### src/rtl/dual_lane_deser.sv
module dual_lane_deser #(
  parameter int BYTE_W = 8
) (
  input  logic                  clk_i,
  input  logic                  rst_n_i,
  input  logic                  lane_a_i,
  input  logic                  lane_b_i,
  input  logic                  sync_n_i,
  output logic [2*BYTE_W-1:0]   word_o,
  output logic                  word_vld_o,
  output logic                  frame_err_o
);

  localparam int GAP_W = $clog2(BYTE_W) + 2;
  localparam logic [GAP_W-1:0] GAP_OK  = GAP_W'(BYTE_W);
  localparam logic [GAP_W-1:0] GAP_MAX = '1;

  logic [BYTE_W-1:0] sh_a, sh_b;
  logic [BYTE_W-1:0] nxt_a, nxt_b;
  logic [GAP_W-1:0]  gap;
  logic              armed;
  logic              sync_hit;

  assign sync_hit = ~sync_n_i;
  assign nxt_a    = {lane_a_i, sh_a[BYTE_W-1:1]};
  assign nxt_b    = {lane_b_i, sh_b[BYTE_W-1:1]};

  always_ff @(posedge clk_i) begin
    if (!rst_n_i) begin
      sh_a        <= '0;
      sh_b        <= '0;
      gap         <= '0;
      armed       <= 1'b0;
      word_o      <= '0;
      word_vld_o  <= 1'b0;
      frame_err_o <= 1'b0;
    end else begin
      sh_a       <= nxt_a;
      sh_b       <= nxt_b;
      word_vld_o <= sync_hit & armed;
      if (sync_hit) begin
        armed <= 1'b1;
        gap   <= GAP_W'(1);
        if (armed) begin
          word_o <= {nxt_b, nxt_a};
          if (gap != GAP_OK) frame_err_o <= 1'b1;
        end
      end else if (gap != GAP_MAX) begin
        gap <= gap + 1'b1;
      end
    end
  end


  err_sticky_chk: assert property (@(posedge clk_i) disable iff (!rst_n_i)
    frame_err_o |=> frame_err_o);


  err_on_sync_chk: assert property (@(posedge clk_i) disable iff (!rst_n_i)
    $rose(frame_err_o) |-> $past(!sync_n_i));


  vld_after_sync_chk: assert property (@(posedge clk_i) disable iff (!rst_n_i)
    word_vld_o |-> $past(!sync_n_i));


  vld_needs_arm_chk: assert property (@(posedge clk_i) disable iff (!rst_n_i)
    word_vld_o |-> armed);


  word_hold_chk: assert property (@(posedge clk_i) disable iff (!rst_n_i)
    !word_vld_o |-> $stable(word_o));

endmodule

### config.mk
export PLATFORM = sky130hd
export DESIGN_NAME = dual_lane_deser
export DESIGN_NICKNAME = d
export VERILOG_FILES = /design/src/rtl/dual_lane_deser.sv
export SDC_FILE = /design/constraint.sdc
export NUM_CORES = 1
export LEC_CHECK = 0
export BUFFER_PORTS_ARGS = -buffer_cell sky130_fd_sc_hd__buf_4
export CORE_MARGIN = 2
export CORE_UTILIZATION = 33
export CTS_BUF_LIST = sky130_fd_sc_hd__clkbuf_4 sky130_fd_sc_hd__clkbuf_8
export DETAILED_ROUTE_END_ITERATION = 8
export PLACE_DENSITY = 0.62
export SETUP_SLACK_MARGIN = 0.1
export SYNTH_ARGS = -nofsm -noshare
export SYNTH_HDL_FRONTEND = slang
export SYNTH_SLANG_ARGS = --single-unit
### constraint.sdc
create_clock -name clk_i -period 1.44 [get_ports clk_i]
set_input_delay 0.288 -clock clk_i [delete_from_list [all_inputs] [get_ports clk_i]]
set_output_delay 0.288 -clock clk_i [all_outputs]
set_load 0.01 [all_outputs]
==> flow_results.org, run 1 <==
** Detailed routing
- The first routing iteration left 25 violations.
- Once detail routing completed, the nets flagged for antenna violations numbered 0.
- Summing over every cut layer, the via total after detailed routing is 907.
- Post-route DRC violation count :: 0
- Before antenna repair, the detailed router went through 3 iterations.
- Ratio of routed vias to standard cells :: 4.32
- Total Routed Length :: 2320 um
- After detailed routing, the average wire length per cell comes to 11.0 um.

** Setup path
- Counting stages on the worst path, the most repeated cell is ha_4.
- The critical path in this run is classified as flip-flop to flip-flop.
- The slowest stage of the critical path is the dfxtp_4 cell.
- Arrival time of the worst setup path :: 1.52 ns
- Data on the critical path is required at its endpoint by 1.62 ns.
- Along the worst path, the maximum fanout reaches 5.
- The largest single stage delay on the critical path is 0.35 ns.
- In this run the register-to-register setup slack is 0.1 ns.
- Setup crit start kind :: flip-flop
- Walking the worst path, the cells encountered are ha_4 > and3_4 > ha_4 > nand4b_1 > xor2_1 > nor2_1.
- Capturing element type of the critical path :: flip-flop

** Synth
- The biggest area contributor in the post-synthesis netlist is dfxtp_1.
- During synthesis, Yosys emitted a total of 0 warnings.
- List of most frequent post-synthesis cells :: dfxtp_1, nand2_1, and2_1
- Net count of the mapped netlist :: 142
- After synthesis, the cell types taking the most area are dfxtp_1, nand2_1, a21boi_2.
- Of the post-synthesis cell area, the dominant cell type holds 0.550.
- Of the synthesized area, sequential elements account for 0.550.
- Synthesized area per cell :: 10.3 sq um
- In the synthesized netlist the dominant register cell turns out to be dfxtp_1.
- Summing every instance area after synthesis gives 1380 sq um.
- After synthesis, the share of flip-flops with an asynchronous set or reset is 0.
- Counting flops and latches in the post-synthesis netlist gives 38.
- Synthesis produced a netlist whose cell count is 134.
- The most common cell in the synthesized netlist is dfxtp_1.
- Post-synth EDFFs :: 0
- Distinct cell type count after synthesis :: 24

** Clocking
- Number of sinks handled by clock tree synthesis :: 38
- CTS tree :: yes
- Clock tree synthesis selected as its root buffer the cell clkbuf_8.
- Maximum clock path buffer count :: 2
- H-tree Lvls :: 2
- After clock tree synthesis, the clock-pin slew on the worst setup and hold paths is 0.07 ns.
- After clock tree synthesis, the flow added hold-fix buffers numbering 0.
- Worst-Skew Late Latency :: 0.29 ns
- Clock buffers created by TritonCTS :: 5

** Timing
- The clock period could shrink to 1.34 ns.
- Setup repair after global routing could not meet its margin everywhere.
- Setup violations remaining at the end of the flow were counted as 0.
- Setup Total Neg Slack :: 0 ns
- Hold is met by 0.209 ns.
- The number of slew-limit violations in the final report came to 0.
- Headroom to the max-slew limit :: 0.825
- Max Clock Freq :: 746 MHz
- Max Clock Skew :: 0.00660 ns
- Transition at the pin with the smallest max-transition slack :: 0.262 ns
- Count of endpoints failing hold in the final timing report :: 0
- Post-route clock period utilization :: 0.931

** Floorplanning
- The core region is 4030 sq um.
- The die is 68.8 um tall.
- Effective utilization at floorplan :: 0.343
- The floorplan step defined a die boundary enclosing 4730 sq um.
- Row cnt :: 23
- Number of top-level pins :: 23
- From left edge to right edge, the die measures 68.8 um.

** Final layout
- P&R area growth vs syn :: 23.1%
- The finished cells cover 1700 sq um.
- After the last flow step, the layout net total stands at 167.
- The number of antenna diodes in the final layout is 0.
- Share of post-route cells with drive strength above 1 :: 0.325
- Final non-filler cell total :: 210

** Place
- Summing all placed instances gives a cell area of 1590 sq um.
- Routability Congestion :: 0.677
- In this run, placement finished with an instance count of 201.
- Once detailed placement completed, the half-perimeter wirelength came to 1580 um.
- Port buffering added 22 buffers.

** Global route
- The first global-routing pass estimated 3850 um of wire.
- The initial antenna violation count is 0.
- The number of global-route vias before repair came to 875.
- Total global-route track usage :: 0.115
- The total overflow left after global routing is 0.
- Pin count of the biggest net entering global routing :: 36

** Pwr
- IR analysis of the VDD net gives a maximum drop of 0.000353 V.
- Power density over cell area :: 1140 nW/um^2
- Leak pwr :: 0.666 nW
- The design draws 1.95 mW.

** Status
- The flow ran to the end, and the final reports show no timing, DRC or antenna violations.

** Hold path
- The tightest min-delay check is of the primary input to flip-flop type.

** Flow run
- The tool flagged a number of max-cap violations equal to 0.
cell families (layout without fill, tap and decap cells):
family	after synthesis	in the layout	share of synthesized area
flops	38	38	0.550
mux	2	2	0.0145
simple gates	59	59	0.206
compound gates	19	19	0.131
xor+xnor	3	3	0.0190
buf+inv	10	36	0.0524
fa+ha+maj	3	3	0.0271
placed cells by master (no fill, tap or decap):
master	count
clkbuf_4	1
xnor2_1	1
nor2b_1	1
ha_1	1
ha_4	2
nand4b_1	1
a22o_1	1
inv_1	3
dfxtp_4	1
and2_1	14
nand2b_1	1
mux2i_1	2
nor2b_2	1
clkbuf_8	6
clkinv_2	1
and3_4	1
and2_4	1
nand2_2	2
nand3_1	1
nand2_1	31
buf_4	25
a21boi_2	10
dfxtp_2	1
a21boi_0	8
dfxtp_1	36
nor2_1	5
xor2_1	2
metal layers:
layer / vias up / GRT usage / routed length (um)
li1: 473 / - / -
met1: 412 / 0.133 / 1070
met2: 16 / 0.180 / 1070
met3: 6 / 0.0487 / 133
met4: 0 / 0.0588 / 46
met5: - / 0 / 0
metrics by stage:
stage | worst slack, ns | util
after floorplan | 0.112 | -
after global placement | 0.0908 | 0.393
after detailed placement | 0.0247 | 0.393
after CTS | 0.0872 | 0.423
after global routing | 0.0286 | 0.423
final | 0.0996 | 0.423
worst max-delay path: cells and delay by family, from the launching register on:
kind | cells | cell delay (ns)
XOR/XNOR | 1 | 0.14
AND/OR/NAND/NOR | 3 | 0.42
adder cells (fa/ha/maj) | 2 | 0.32
flip-flops | 1 | 0.35
registers in the layout (all words and copies together) (netlist names):
| name | count |
|---|---|
| word_vld_o | 1 |
| frame_err_o | 1 |
| gap | 5 |
| sh_b | 7 |
| word_o | 16 |
| armed | 1 |
| sh_a | 7 |
layout make-up:
type | count | area (sq um)
flip-flops and latches | 38 | 766
clock inverters | 1 | 5.00
well taps | 50 | 62.6
fillers | 389 | 2330
inverters | 3 | 11.3
repair buffers | 25 | 188
multi-input cells | 86 | 581
clock buffers | 7 | 90.1
worst paths after layout:
kind	start	end	cells after the start
setup / recovery	gap[0]$_SDFFE_PN0P_	gap[3]$_SDFFE_PN0P_	6
hold / removal	lane_b_i	sh_b[7]$_SDFF_PN0_	2
setup reg to reg	gap[0]$_SDFFE_PN0P_	gap[3]$_SDFFE_PN0P_	6
hold reg to reg	sh_b[1]$_SDFF_PN0_	word_o[8]$_SDFFE_PN0P_	2
power breakdown:
part | total, mW | internal, mW | switching [mW]
Clock | 0.757 | 0.405 | 0.352
Combinational | 0.104 | 0.0514 | 0.0531
Sequential | 1.09 | 1.07 | 0.0141
Total | 1.95 | 1.53 | 0.420
what timing repair did:
item / in CTS / in global routing
endpoints found under the setup margin: 4 / 1
pin swaps: 1 / 0
resized for setup: 4 / 0
buffers inserted: 1 / 0
(Power assumes the default switching activity.)
==> run 2, diff against run 1 <==
CTS_CLUSTER_DIAMETER = 200   (was not set)
CTS_CLUSTER_SIZE = 10   (was not set)
PLACE_DENSITY = not set   (was 0.62)
PLACE_DENSITY_LB_ADDON = 0.2   (was not set)
==> run 2 against run 1 <==
Effect of this change:
- hold slack better by 0.0048 ns
- register-to-register slack about the same
- cell area is 3.1% higher
- maximum frequency is essentially flat
- global-route usage increased by 0.36 points
- total power rose by 0.61%
- first-iteration DRC count is 28% lower
- critical path type unchanged
- largest power group unchanged
==> flow_results.org, run 2 (synthesis results as in run 1) <==
** Pwr
- Max VDD drop :: 0.000473 V
- In this run the power density over the cells is 1120 nW/um^2.
- In this run the static leakage power is 0.705 nW.
- Total power consumption of the routed design :: 1.96 mW

** Clocking
- Buffer cell driving the clock tree root :: clkbuf_8
- Clock buffers created by TritonCTS :: 5
- # hold bufs at CTS :: 0
- H-tree Lvls :: 2
- Maximum clock path buffer count :: 2
- CTS tree :: yes
- Number of sinks handled by clock tree synthesis :: 38
- Clock latency on the worst-skew pair, taken at its later pin, is 0.28 ns.
- Clock-pin slew was measured on the worst setup and hold paths at 0.07 ns.

** Global route
- The first global-routing pass estimated 3960 um of wire.
- The initial antenna violation count is 0.
- Via count of the first global-routing pass :: 888
- GRT overflow :: 0
- Total global-route track usage :: 0.118
- Pin count of the biggest net entering global routing :: 36

** Flow run
- Max-cap violations in this run came to 0.

** Floorplanning
- Placeable core region :: 4030 sq um
- The initialized floorplan defines 23 standard-cell rows.
- For this configuration, the core starts out at a cell density of 0.343.
- Die Span Y :: 68.8 um
- The die covers 4730 sq um.
- From left edge to right edge, the die measures 68.8 um.
- Number of top-level pins :: 23

** Timing
- Post-route clock period utilization :: 0.930
- Setup repair after global routing missed its margin :: yes
- The number of slew-limit violations in the final report is 0.
- Static timing analysis puts the maximum clock frequency at 747 MHz.
- Worst Hold Margin :: 0.213 ns
- Setup Total Neg Slack :: 0 ns
- For the pin with the worst max-slew slack, the measured transition is 0.273 ns.
- The routed design could run at a clock period as short as 1.34 ns.
- Final number of setup-violating endpoints :: 0
- The hold violation count in the final report was 0.
- Measured against its own limit, the worst slew margin works out to 0.818.
- On the final layout, the worst clock skew is 0.00435 ns.

** Final layout
- Biggest regs :: word_o: 16 flops, sh_a: 7 flops, sh_b: 7 flops
- The number of antenna diodes in the final layout is 0.
- The final layout contains 174 nets.
- Leaving out fill and tap cells, the most frequent cell in the layout is dfxtp_1.
- Relative to the synthesized area, the layout overhead comes to 26.9%.
- Register containing the most flip-flops in the final layout :: word_o
- The layout has 423 filler cells.
- The top cell types in the final layout, fill and taps aside, are dfxtp_1, buf_4, nand2_1.
- Area of all placed cells without fillers :: 1760 sq um
- The register with the most flip-flops in the layout has 16 of them.
- In the final layout, the share of cells above drive strength 1 is 0.359.

** Setup path
- The critical path contains buffers and inverters numbering 0 combined.
- Capturing element type of the critical path :: flip-flop
- Crit Path Class :: flip-flop to flip-flop
- For the worst setup path, the data required time is 1.61 ns.
- The signal on the critical path passes through ha_2 > and3_4 > ha_4 > nand4b_1 > xor2_1 > nor2_1.
- The largest single stage delay on the critical path is 0.32 ns.
- The worst setup path is launched from a flip-flop.
- CP top delay family :: simple AND/OR/NAND/NOR gates
- Data on the critical path arrives at its endpoint at 1.51 ns.
- Maximum fanout along the worst path :: 4
- Master of the slowest instance on the critical path :: dfxtp_2

** Place
- Placed cell areas :: 1600 sq um
- Input and output buffers added on the ports amount to 22.
- Routability Congestion :: 0.780
- Detailed placement finished with a half-perimeter wire length of 1590 um.

** Detailed routing
- After detailed routing, the average wire length per cell comes to 11.2 um.
- Number of vias after detailed routing :: 947
- For this run, the detailed router's first-pass iteration total came to 4.
- In this run, the number of DRC markers left after iteration 0 of detailed routing was 18.
- Ratio of routed vias to standard cells :: 4.36
- Number of nets with antenna violations after detailed routing :: 0
- After detailed routing, the number of remaining DRC violations is 0.
- Wires add up to 2430 um.

** Hold path
- The worst hold path belongs to the class primary input to flip-flop.

** Status
- The flow ran to the end, and the final reports show no timing, DRC or antenna violations.
## run 2: layout make-up
type	instances	area (sq um)	area share
flip-flops and latches	38	763	0.435
multi-input cells	86	583	0.332
repair buffers	32	240	0.137
clock buffers	7	90.1	0.0513
well taps	50	62.6	0.0356
inverters	3	11.3	0.00641
clock inverters	1	5.00	0.00285
## run 2: repair_timing
item | CTS | global route
setup buffers | 4 | 2
gates resized for setup | 2 | 3
pin swaps | 3 | 3
setup endpoints to repair | 1 | 7
## run 2: worst reg2reg max path, stage by stage (launching register included)
cell,delay (ns)
dfxtp_2,0.32
ha_2,0.18
and3_4,0.18
ha_4,0.16
nand4b_1,0.18
xor2_1,0.15
nor2_1,0.05
## run 2: worst paths after layout
| path | start | endpoint | slack [ns] | cells past startpoint |
|---|---|---|---|---|
| setup / recovery | gap[1]$_SDFFE_PN0P_ | gap[3]$_SDFFE_PN0P_ | 0.10 | 6 |
| hold / removal | lane_b_i | sh_b[7]$_SDFF_PN0_ | 0.21 | 2 |
| setup reg to reg | gap[1]$_SDFFE_PN0P_ | gap[3]$_SDFFE_PN0P_ | 0.10 | 6 |
| hold reg to reg | sh_a[1]$_SDFF_PN0_ | word_o[0]$_SDFFE_PN0P_ | 0.45 | 2 |
## run 2: per-stage QoR
| stage | utilization | instances | worst slack, ns |
|---|---|---|---|
| floorplan | - | 134 | 0.112 |
| global placement | 0.397 | 203 | 0.0855 |
| detailed placement | 0.397 | 203 | 0.0253 |
| CTS | 0.429 | 215 | 0.0807 |
| global route | 0.436 | 217 | 0.0431 |
| finish | 0.436 | 217 | 0.101 |
## run 2: where the power goes
part / total [mW] / switching (mW) / leakage, nW / internal, mW
logic: 0.122 / 0.0594 / 0.344 / 0.0625
clock network: 0.753 / 0.349 / 0.0517 / 0.405
registers: 1.09 / 0.0117 / 0.309 / 1.07
## run 2: layer usage
metal | vias to the layer above | share of wire | GRT usage
met5 | - | 0 | 0
met4 | 0 | 0.033 | 0.0662
met3 | 9 | 0.048 | 0.0487
met2 | 18 | 0.49 | 0.200
met1 | 433 | 0.43 | 0.124
li1 | 487 | - | -
==> run 3, diff against run 2 <==
ABC_AREA = 1   (was not set)
PLACE_DENSITY_LB_ADDON = not set   (was 0.2)
==> run 3 against run 2 <==
Effect of this change:
- critical path depth did not move
- global-route usage fell by 0.98 points
- total power rose by 4.3%
- routed wire length fell by 9.2%
- non-clock buffer count fell by 9
- sequential power barely moved
- first-iteration DRC count rose to 4.1 times the previous value
- synthesized cell count rose by 18%
==> flow_results.org, run 3 <==
** Status
- Status :: finished clean

** Place
- Detailed placement ended at an HPWL of 1420 um.
- Buffers placed on the I/O ports in this run total 22.
- The congestion estimate from routability-driven global placement came to 0.785.

** Clocking
- Number of buffers added for setup after CTS :: 0
- Clock tree synthesis inserted a total of 5 buffers.
- After clock tree synthesis, the clock-pin slew on the worst setup and hold paths is 0.07 ns.
- CTS tree :: yes
- The H-tree generated during clock tree synthesis spans 2 levels.
- CTS saw 38 sinks.
- CTS placed an instance of clkbuf_8 at the clock tree root.
- The longest clock path from root to sink contains 2 buffers.
- Hold repair after CTS inserted 0 buffers.
- At the later pin of the worst-skew pair, clock insertion delay measures 0.29 ns.

** Setup path
- The signal on the critical path passes through ha_2 > and3_4 > ha_4 > inv_1 > a21oi_1 > nor2_1.
- Maximum fanout along the worst path :: 6
- Register-to-register setup slack :: 0.16 ns
- In this design, the stage delay of the slowest critical-path cell is 0.35 ns.
- Setup crit start kind :: flip-flop
- Master of the slowest instance on the critical path :: dfxtp_2
- Origin of the critical flop-to-flop path :: gap[0]$_SDFFE_PN0P_
- Worst path buffer plus inverter count :: 1
- Counting buffers and inverters, the worst setup path is 6 cells deep.
- The number of cells on the worst reg-to-reg path is 6.
- Crit Path Class :: flip-flop to flip-flop
- The kind of cell with the highest combined delay along the critical path is adder cells.
- Capturing element type of the critical path :: flip-flop
- The endpoint identified for the worst register-to-register timing path is gap[2]$_SDFFE_PN0P_.
- For the worst setup path, the data arrival time is 1.46 ns.
- Data on the critical path is required at its endpoint by 1.62 ns.

** Floorplanning
- Die Span Y :: 67.8 um
- 23 I/O pins were placed.
- The initialized floorplan defines 23 standard-cell rows.
- Effective utilization at floorplan :: 0.340
- Placeable core region :: 3940 sq um
- The floorplan step defined a die boundary enclosing 4590 sq um.
- Die W :: 67.8 um

** Synth
- Fraction of registers with async set/reset :: 0
- List of most frequent post-synthesis cells :: dfxtp_1, nor2_1, nand2_1
- Count leader, synth :: dfxtp_1
- By area the synthesized netlist is led by dfxtp_1, nor2_1, nand2_1.
- Synthesized area per cell :: 8.49 sq um
- Among all flip-flop cells after synthesis, the most frequent one is dfxtp_1.
- Sequential area share after synthesis :: 0.567
- Synthesis produced a netlist with a net count of 166.
- For this run, the number of Yosys warnings is 0.
- Cell area after synthesis :: 1340 sq um
- The share of synthesized area in the top cell type comes to 0.567.
- Of all cell types, the one taking the most synthesized area is dfxtp_1.
- Post-synth EDFFs :: 0
- In the synthesized netlist, the number of instances is 158.
- The number of different library cells used by synthesis comes to 18.
- The synthesized design contains 38 register bits.

** Final layout
- Number of flip-flops under the largest register name :: 16
- The library cell used most frequently in the layout, excluding fill and tap cells, is dfxtp_1.
- Number of filler cells placed in the layout :: 408
- The largest registers in the layout are word_o: 16 flops, sh_a: 7 flops, sh_b: 7 flops.
- Top library cells by usage in the layout, fill and taps aside :: dfxtp_1, nor2_1, nand2_1, buf_4, inv_1
- More flip-flops sit in one register than any other, and that register is word_o.
- 0 antenna diodes ended up in the layout.
- In the final layout, the share of cells above drive strength 1 is 0.272.
- At the end of the flow, the number of nets in the layout was 191.
- From synthesis to final layout, the design area changed by 23.0%.

** Global route
- Wire length of the first global-routing pass :: 3530 um
- The total overflow left after global routing is 0.
- Across every metal layer, demand over resource in global routing totals 0.108.
- The initial antenna violation count was 0.
- The number of global-route vias before repair was 821.
- Pin count of the biggest net entering global routing :: 32

** Timing
- Setup Total Neg Slack :: 0 ns
- Setup violations remaining at the end of the flow were counted as 0.
- The hold violation count in the final report was 0.
- The worst path needs 1.28 ns of the cycle, external delays included.
- Hold is met by 0.189 ns.
- Headroom to the max-slew limit :: 0.827
- Post-route clock period utilization :: 0.888
- Between clock sinks in the finished design, the worst skew comes to 0.00171 ns.
- Setup repair after global routing left no endpoint under its margin.
- Max-slew violation count :: 0
- Based on the critical path, the design can be clocked at up to 782 MHz.
- Transition at the pin with the smallest max-transition slack :: 0.260 ns

** Detailed routing
- Detailed-routed wire length on met2 :: 976 um
- Met3 wirelength from detailed routing :: 109 um
- Number of nets with antenna violations after detailed routing :: 0
- Uppermost metal layer occupied by signal nets :: met4
- After the first detailed-routing iteration, the DRC count stood at 74.
- The final layout contains routed wiring with a total length of 2200 um.
- Routed WL per cell :: 9.42 um
- In the routed layout, each cell is associated on average with a via count of 4.15.
- After detailed routing, the number of remaining DRC violations is 0.
- The routed layout has 972 vias.
- Initial DRT Pass Iterations :: 4
- After detailed routing, the wire length on met1 is 1050 um.

** Pwr
- Of the total power, the clock network draws 0.365.
- Of the total power, the share spent switching nets is 0.237.
- Power density over cell area :: 1240 nW/um^2
- Summed over all cells, the static leakage comes to 0.810 nW.
- The share of total power dissipated in combinational logic is 0.086.
- Portion of total power attributed to sequential cells :: 0.549
- P_sw :: 0.484 mW
- Across the VDD grid, the largest voltage drop is 0.000400 V.
- Cell internal power was estimated by the tool at 1.56 mW.

** Hold path
- Min-delay worst type :: primary input to flip-flop
- The worst hold path begins at lane_b_i.
- Hold Crit Depth :: 3
- Sink of the worst hold path :: sh_b[7]$_SDFF_PN0_

** Flow run
- The tool flagged a number of max-cap violations equal to 0.
-- run 3: cell count changes after synthesis, sizes merged, moves of 5 or more --
cell and change:
a21boi -18, nand2 -9, nor2 +34, inv +19, a21oi +5, o21ai +17, and2 -15
-- run 3: metrics by stage --
| stage | setup slack [ns] | cells | power, mW | util | instance area (sq um) |
|---|---|---|---|---|---|
| 2_1_floorplan | 0.104 | 158 | 1.26 | - | 1340 |
| 3_3_place_gp | 0.0606 | 226 | 1.32 | 0.388 | 1530 |
| 4_1_cts | 0.118 | 234 | 2.08 | 0.416 | 1640 |
| 6_report | 0.162 | 234 | 2.05 | 0.419 | 1650 |
| 3_5_place_dp | 0.0176 | 226 | 1.32 | 0.388 | 1530 |
| 5_1_grt | 0.102 | 234 | 2.14 | 0.419 | 1650 |
-- run 3: worst max path at each step --
stage,startpoint,to,slack (ns)
final,gap[0]$_SDFFE_PN0P_,gap[2]$_SDFFE_PN0P_,0.16
after global routing,gap[0]$_SDFFE_PN0P_,gap[0]$_SDFFE_PN0P_,0.10
after CTS,gap[0]$_SDFFE_PN0P_,gap[3]$_SDFFE_PN0P_,0.12
after detailed placement,gap[0]$_SDFFE_PN0P_,gap[3]$_SDFFE_PN0P_,0.02
after global placement,gap[0]$_SDFFE_PN0P_,gap[3]$_SDFFE_PN0P_,0.06
after floorplan,gap[0]$_SDFFE_PN0P_,gap[3]$_SDFFE_PN0P_,0.10
-- run 3: cells by family (layout without fill, tap and decap cells) --
logic type	Yosys count	after routing	share of synthesized area
compound gates	22	22	0.0821
buf+inv	27	53	0.0998
simple gates	67	67	0.216
fa+ha+maj	3	3	0.0280
xor+xnor	1	1	0.00653
flops	38	38	0.567
-- run 3: layout make-up --
| cell class | count | area, sq um | share of cell area |
|---|---|---|---|
| Tap cell | 50 | 62.6 | 0.0379 |
| Multi-Input combinational cell | 93 | 469 | 0.284 |
| Timing Repair Buffer | 23 | 173 | 0.105 |
| Clock inverter | 2 | 12.5 | 0.00758 |
| Clock buffer | 6 | 82.6 | 0.0500 |
| Inverter | 22 | 87.6 | 0.0531 |
| Sequential cell | 38 | 763 | 0.462 |
-- run 3: power groups by stage --
stage                     clock network (mW)  logic [mW]  registers, mW
final                                  0.748       0.176           1.12
after global routing                   0.810       0.202           1.13
after CTS                              0.776       0.179           1.12
after detailed placement                   0       0.177           1.15
after global placement                     0       0.178           1.15
after floorplan                            0       0.101           1.16
-- run 3: layer usage --
layer  track usage  up-vias
met4        0.0842        0
met3        0.0400        7
met5             0        -
met1         0.120      418
met2         0.168       16
li1              -      531
-- run 3: repair_timing --
action,in CTS,in global routing
endpoints found under the setup margin,4,5
gates resized for setup,3,4
pin swaps,1,0
-- run 3: worst register-to-register path: cells and delay by family (launching register included) --
kind            cells  cell delay (ns)
compound gates      1             0.13
fa+ha+maj           2             0.36
buf+inv             1             0.07
flops               1             0.35
simple gates        2             0.26
